$ cat config.mk
export PLATFORM = sky130hd
export DESIGN_NAME = irq_cause_unit
export DESIGN_NICKNAME = d
export VERILOG_FILES = /design/src/rtl/irq_cause_pkg.sv /design/src/rtl/irq_status_reg.sv /design/src/rtl/irq_regfile.sv /design/src/rtl/irq_deliver.sv /design/src/rtl/irq_cause_unit.sv
export SDC_FILE = /design/constraint.sdc
export NUM_CORES = 1
export LEC_CHECK = 0
export BUFFER_PORTS_ARGS = -buffer_cell sky130_fd_sc_hd__buf_2
export CELL_PAD_IN_SITES_DETAIL_PLACEMENT = 1
export CELL_PAD_IN_SITES_GLOBAL_PLACEMENT = 2
export CORE_UTILIZATION = 20
export DETAILED_ROUTE_END_ITERATION = 7
export GPL_ROUTABILITY_DRIVEN = 0
export GPL_TIMING_DRIVEN = 0
export PLACE_DENSITY = 0.84
export SLEW_MARGIN = 20
export SYNTH_ARGS = -nofsm -noshare
export SYNTH_HDL_FRONTEND = slang
export SYNTH_SLANG_ARGS = --single-unit
$ cat constraint.sdc
create_clock -name clk -period 3.1 [get_ports clk]
set_input_delay 0.155 -clock clk [delete_from_list [all_inputs] [get_ports clk]]
set_output_delay 0.155 -clock clk [all_outputs]
set_load 0.03 [all_outputs]
$ cat src/rtl/irq_cause_pkg.sv
// Package: shared bit positions, masks and register offsets for the
// interrupt cause collector. Assumes a data word of at least 15 bits.
package irq_cause_pkg;
    localparam int unsigned NUM_SRC = 6;

    // Source index order inside the event vector (not the status order).
    localparam int unsigned SRC_END_BLK   = 0;
    localparam int unsigned SRC_WRESP     = 1;
    localparam int unsigned SRC_DESC_RD   = 2;
    localparam int unsigned SRC_DATA_RD   = 3;
    localparam int unsigned SRC_DATA_WR   = 4;
    localparam int unsigned SRC_BAD_DESC  = 5;

    typedef logic [NUM_SRC-1:0] src_vec_t;

    // Status bit position for each source index; software decodes these.
    function automatic int unsigned src_pos(int unsigned idx);
        case (idx)
            SRC_END_BLK:  return 0;
            SRC_WRESP:    return 1;
            SRC_DESC_RD:  return 9;
            SRC_DATA_RD:  return 10;
            SRC_DATA_WR:  return 11;
            default:      return 14;
        endcase
    endfunction

    // Whether a source belongs to the error class.
    function automatic logic src_is_err(int unsigned idx);
        return idx != SRC_END_BLK;
    endfunction

    function automatic logic [31:0] build_mask(logic only_err);
        logic [31:0] m;
        m = '0;
        for (int unsigned i = 0; i < NUM_SRC; i++) begin
            if (!only_err || src_is_err(i)) m[src_pos(i)] = 1'b1;
        end
        return m;
    endfunction

    localparam logic [31:0] IMPL_MASK = build_mask(1'b0);
    localparam logic [31:0] ERR_MASK  = build_mask(1'b1);

    localparam logic [11:0] OFS_CTRL   = 12'h004;
    localparam logic [11:0] OFS_STATUS = 12'h100;
    localparam logic [11:0] OFS_CLEAR  = 12'h108;
    localparam logic [11:0] OFS_ENABLE = 12'h110;

    localparam int unsigned CTRL_W = 4;
    localparam logic [CTRL_W-1:0] CTRL_RESET = 4'h1;
endpackage

$ cat src/rtl/irq_status_reg.sv
// Sticky status register with write-one-to-clear.
// Each source maps to its fixed status bit. A set request beats a clear
// of the same bit in the same cycle. Assumes single-cycle event strobes.
module irq_status_reg
    import irq_cause_pkg::*;
#(
    parameter int unsigned DATA_W = 32
) (
    input  logic              clk,
    input  logic              rst_n,
    input  src_vec_t          src,
    input  logic              clr_we,
    input  logic [DATA_W-1:0] clr_data,
    output logic [DATA_W-1:0] status_q,
    output logic [DATA_W-1:0] status_d,
    output logic [DATA_W-1:0] new_bits
);
    localparam logic [DATA_W-1:0] MASK = IMPL_MASK[DATA_W-1:0];

    logic [DATA_W-1:0] set_vec;
    logic [DATA_W-1:0] clr_vec;

    // Scatter the event vector onto the sparse status positions.
    always_comb begin
        set_vec = '0;
        for (int unsigned i = 0; i < NUM_SRC; i++) begin
            set_vec[src_pos(i)] = src[i];
        end
    end

    // Next status: clear first, then let new events set their bits.
    always_comb begin
        clr_vec  = clr_we ? (clr_data & MASK) : '0;
        status_d = ((status_q & ~clr_vec) | set_vec) & MASK;
        new_bits = set_vec & ~status_q;
    end

    // Status storage.
    always_ff @(posedge clk) begin
        if (!rst_n) status_q <= '0;
        else        status_q <= status_d;
    end
endmodule

$ cat src/rtl/irq_regfile.sv
// Enable and control registers plus the read multiplexer.
// Assumes at most one write per cycle; unknown offsets read as zero,
// and the clear register always reads as zero.
module irq_regfile
    import irq_cause_pkg::*;
#(
    parameter int unsigned ADDR_W = 12,
    parameter int unsigned DATA_W = 32
) (
    input  logic              clk,
    input  logic              rst_n,
    input  logic              wr_en,
    input  logic [ADDR_W-1:0] wr_addr,
    input  logic [DATA_W-1:0] wr_data,
    input  logic [ADDR_W-1:0] rd_addr,
    input  logic [DATA_W-1:0] status_q,
    output logic              clr_we,
    output logic [DATA_W-1:0] enable_q,
    output logic              mode_wired,
    output logic [DATA_W-1:0] rd_data
);
    localparam logic [DATA_W-1:0] MASK    = IMPL_MASK[DATA_W-1:0];
    localparam logic [ADDR_W-1:0] A_CTRL  = ADDR_W'(OFS_CTRL);
    localparam logic [ADDR_W-1:0] A_STAT  = ADDR_W'(OFS_STATUS);
    localparam logic [ADDR_W-1:0] A_CLR   = ADDR_W'(OFS_CLEAR);
    localparam logic [ADDR_W-1:0] A_EN    = ADDR_W'(OFS_ENABLE);

    logic [CTRL_W-1:0] ctrl_q;

    // Write decode for the clear register.
    assign clr_we     = wr_en && (wr_addr == A_CLR);
    assign mode_wired = ctrl_q[0];

    // Enable register: implemented bits only.
    always_ff @(posedge clk) begin
        if (!rst_n)                          enable_q <= '0;
        else if (wr_en && wr_addr == A_EN)   enable_q <= wr_data & MASK;
    end

    // Control register: low bits hold the delivery mode.
    always_ff @(posedge clk) begin
        if (!rst_n)                          ctrl_q <= CTRL_RESET;
        else if (wr_en && wr_addr == A_CTRL) ctrl_q <= wr_data[CTRL_W-1:0];
    end

    // Read multiplexer.
    always_comb begin
        rd_data = '0;
        if (rd_addr == A_STAT)      rd_data = status_q;
        else if (rd_addr == A_EN)   rd_data = enable_q;
        else if (rd_addr == A_CTRL) rd_data = DATA_W'(ctrl_q);
    end
endmodule

$ cat src/rtl/irq_deliver.sv
// Delivery stage: level interrupt in wired mode, registered one-cycle
// message pulse with the cause word in message mode, error summary.
// Assumes status and enable arrive straight from their registers.
module irq_deliver
    import irq_cause_pkg::*;
#(
    parameter int unsigned DATA_W = 32
) (
    input  logic              clk,
    input  logic              rst_n,
    input  logic              mode_wired,
    input  logic [DATA_W-1:0] status_q,
    input  logic [DATA_W-1:0] status_d,
    input  logic [DATA_W-1:0] new_bits,
    input  logic [DATA_W-1:0] enable_q,
    output logic              irq_level,
    output logic              err_any,
    output logic              msg_valid,
    output logic [DATA_W-1:0] msg_cause
);
    localparam logic [DATA_W-1:0] EMASK = ERR_MASK[DATA_W-1:0];

    logic [DATA_W-1:0] cause;

    // Masked cause and the two level outputs.
    always_comb begin
        cause     = status_q & enable_q;
        irq_level = mode_wired && (|cause);
        err_any   = |(cause & EMASK);
    end

    // Message pulse on a freshly set enabled bit.
    always_ff @(posedge clk) begin
        if (!rst_n) begin
            msg_valid <= 1'b0;
            msg_cause <= '0;
        end else begin
            msg_valid <= !mode_wired && (|(new_bits & enable_q));
            msg_cause <= status_d & enable_q;
        end
    end
endmodule

$ cat src/rtl/irq_cause_unit.sv
// Top: DMA interrupt cause collector. Ties together the status register,
// the enable/control register file and the delivery stage.
// Assumes ADDR_W >= 12 and DATA_W >= 15.
module irq_cause_unit
    import irq_cause_pkg::*;
#(
    parameter int unsigned ADDR_W = 12,
    parameter int unsigned DATA_W = 32
) (
    input  logic              clk,
    input  logic              rst_n,
    input  logic              ev_end_blk,
    input  logic              ev_wresp_err,
    input  logic              ev_desc_rd_err,
    input  logic              ev_data_rd_err,
    input  logic              ev_data_wr_err,
    input  logic              ev_bad_desc,
    input  logic              wr_en,
    input  logic [ADDR_W-1:0] wr_addr,
    input  logic [DATA_W-1:0] wr_data,
    input  logic [ADDR_W-1:0] rd_addr,
    output logic [DATA_W-1:0] rd_data,
    output logic              irq_level,
    output logic              msg_valid,
    output logic [DATA_W-1:0] msg_cause,
    output logic              err_any
);
    src_vec_t          src;
    logic              clr_we;
    logic              mode_wired;
    logic [DATA_W-1:0] status_q;
    logic [DATA_W-1:0] status_d;
    logic [DATA_W-1:0] new_bits;
    logic [DATA_W-1:0] enable_q;

    // Gather event inputs into the source vector.
    always_comb begin
        src                = '0;
        src[SRC_END_BLK]   = ev_end_blk;
        src[SRC_WRESP]     = ev_wresp_err;
        src[SRC_DESC_RD]   = ev_desc_rd_err;
        src[SRC_DATA_RD]   = ev_data_rd_err;
        src[SRC_DATA_WR]   = ev_data_wr_err;
        src[SRC_BAD_DESC]  = ev_bad_desc;
    end

    irq_status_reg #(.DATA_W(DATA_W)) u_status (
        .clk      (clk),
        .rst_n    (rst_n),
        .src      (src),
        .clr_we   (clr_we),
        .clr_data (wr_data),
        .status_q (status_q),
        .status_d (status_d),
        .new_bits (new_bits)
    );

    irq_regfile #(.ADDR_W(ADDR_W), .DATA_W(DATA_W)) u_regs (
        .clk        (clk),
        .rst_n      (rst_n),
        .wr_en      (wr_en),
        .wr_addr    (wr_addr),
        .wr_data    (wr_data),
        .rd_addr    (rd_addr),
        .status_q   (status_q),
        .clr_we     (clr_we),
        .enable_q   (enable_q),
        .mode_wired (mode_wired),
        .rd_data    (rd_data)
    );

    irq_deliver #(.DATA_W(DATA_W)) u_deliver (
        .clk        (clk),
        .rst_n      (rst_n),
        .mode_wired (mode_wired),
        .status_q   (status_q),
        .status_d   (status_d),
        .new_bits   (new_bits),
        .enable_q   (enable_q),
        .irq_level  (irq_level),
        .err_any    (err_any),
        .msg_valid  (msg_valid),
        .msg_cause  (msg_cause)
    );
endmodule

==> flow_summary.yaml <==
outcome:
  status: "complete, no violations"
yosys:
  ys_seq_area_share_pct: 30.4
  synthAdderAreaFrac_pct: 0
  synth_top_family_by_area: "buffers and inverters"
  ys_warn_count: 0
  async_flop_share_pct: 0
  synth_compound_area_share_pct: 12.2
  synth_edf_count: 0
  synthSimpleGateAreaFrac_pct: 22.3
  syn-cell-area_mm2: 0.00151
  avgSynthCellArea_um2: 8.59
  synth_mux_area_share_pct: 6.62
  synth_cell_type_count: 35
  synthXorXnorAreaFrac_pct: 0
  ys_dominant_reg_cell: "dfxtp_1"
  syn_inst: 176
  ys_seq_elements: 23
global_routing:
  grt_start_max_net_pins: 14
  antenna_found_initial: 0
  grt_pass1_vias: 1335
  grt_pass1_wl_mm: 6.09
  gr-total-overflow: 0
  grtUsageTotal_pct: 10.0
floorplanning:
  initial_core_util_pct: 20.7
  die_h_um: 89.0
  core_area_mm2: 0.00729
  row_count: 31
  io_pins: 132
  die_w_um: 89.0
  dieArea_mm2: 0.00792
setup_path:
  crit_type: "primary input to output pin"
  crit_arrival_ns: 1.68
  critPathMaxFanout: 6
  startpoint_type: "primary input"
  r2r_setup_slack_ns: 2.05
  required_ns: 2.94
  endpoint_kind: "output pin"
clocking:
  clk_latency_ns: 0.27
  clockBufferDepth: 2
  cts_num_sinks: 23
  path_clk_slew_ns: 0.09
  cts_tree: "done"
  post_cts_resized: 0
  cts_setup_buffers: 0
  hold_buffers: 0
  root_buffer: "clkbuf_8"
  h-tree-depth: 1
  cts_buffers: 3
drt:
  wl_per_cell_um: 10.7
  drtIter0Drc: 48
  vias: 1460
  postRouteAntennaNets: 0
  first_pass_iters: 4
  remaining_drc_errors: 0
  routed_wl_mm: 4.11
  avgViaCountPerCell: 3.79
min_path:
  worst_hold_path_type: "primary input to flip-flop"
sta:
  report.final.slew_viol_count: 0
  fin_crit_sh_pct: 59.3
  fin_crit_ns: 1.84
  hold_slack_ns: 0.0924
  finalSetupTns_ns: 0
  setup_viol: 0
  rsz0062_at_grt: "false"
  max_freq_mhz: 544
  hold_viol_final: 0
  skew_ns: 0.00789
finish:
  nets: 352
  layout-drive-gt1-share_pct: 41.3
  finish.utilization_pct: 29.5
  diodes: 0
  area_delta_synth_final_pct: 42.3
job:
  drv_cap: 0
power_and_ir_drop:
  ir_drop_uv: 79.5
  power_density_mw_per_mm2: 321
  cellLeakagePower_nw: 1.24
placement:
  dp_hpwl_mm: 3.52
  io_buffers: 57
-- kinds of logic after synthesis --
group | count (synthesis)
AOI/OAI and AO/OA | 28
buffers and inverters | 62
other | 1
muxes | 10
and+or+nand+nor | 52
DFF | 23
-- worst paths after layout --
path,from,endpoint,cells after the start
setup / recovery,rd_addr[3],rd_data[9],5
hold / removal,wr_data[9],u_status.status_q[9],2
setup reg to reg,u_regs.enable_q[14],u_deliver.msg_valid,4
hold reg to reg,u_regs.ctrl_q[0],u_deliver.msg_valid,1
-- layout make-up --
type / instances / area [um^2]
Clock buffer: 3 / 41.3
Timing Repair Buffer: 57 / 285
Multi-Input combinational cell: 140 / 811
Clock inverter: 1 / 5.00
Fill cell: 943 / 5140
Buffer: 54 / 395
Tap cell: 99 / 124
Sequential cell: 23 / 460
Inverter: 8 / 30.0
-- through the flow --
stage                     instances  power, mW  setup WS (ns)  cell area, um^2
after floorplan                 225      0.461           1.29             1700
after global placement          381      0.498           1.23             2110
after detailed placement        381      0.501           1.24             2110
after CTS                       385      0.690           1.24             2150
after global routing            385      0.724           1.18             2150
final                           385      0.690           1.26             2150
-- flip-flops by register name, indices dropped and copies added (netlist names) --
name and count:
u_deliver.msg_valid 1, u_deliver.msg_cause 6, u_regs.ctrl_q 4, u_regs.enable_q 6
u_status.status_q 6
-- routing by layer --
metal  vias to the layer above  wire (um)  global-route usage [%]  share of wire (%)
li1                        730          -                       -                  -
met1                       665       1700                    10.8                 41
met2                        61       2080                    19.8                 51
met3                         4        298                    1.57                7.2
met4                         0         37                    3.46               0.90
met5                         -          0                       0                  0
-- report_power, final --
group          internal, mW  total (mW)  switching [mW]
sequential            0.301       0.306         0.00531
combinational        0.0723       0.191           0.119
clock                0.0899       0.193           0.103
total                 0.463       0.690           0.227
-- worst max-delay path: stages --
cell	delay, ns
buf_2	0.09
or4_4	0.56
nor3_2	0.44
a22o_1	0.24
buf_2	0.20
-- layout by cell type, fill, tap and decap left out, drive strengths merged, types with 3 or more instances in the layout --
master,n
a22oi,3
a21oi,3
nand2,17
clkbuf,5
nor4b,3
a22o,4
nor3,3
a31oi,6
conb,50
nor2b,5
and2,6
mux2i,10
inv,8
dfxtp,23
o21ai,8
buf,109
-- Yosys cell counts (2+ instances only) --
cell | number | area [um^2]
a21o_1 | 2 | 15.0
a21oi_1 | 3 | 15.0
a22o_1 | 4 | 35.0
a22oi_1 | 3 | 22.5
a31oi_1 | 6 | 37.5
and2_1 | 6 | 37.5
and3_1 | 2 | 12.5
and4b_1 | 2 | 20.0
buf_4 | 51 | 383
clkbuf_1 | 2 | 7.51
dfxtp_1 | 23 | 460
inv_1 | 8 | 30.0
mux2i_1 | 10 | 100
nand2_1 | 17 | 63.8
nand3b_1 | 2 | 15.0
nor2_1 | 2 | 7.51
nor2b_1 | 5 | 31.3
nor3_1 | 2 | 10.0
nor4b_1 | 3 | 26.3
o21ai_0 | 8 | 40.0
(Power assumes the default switching activity.)
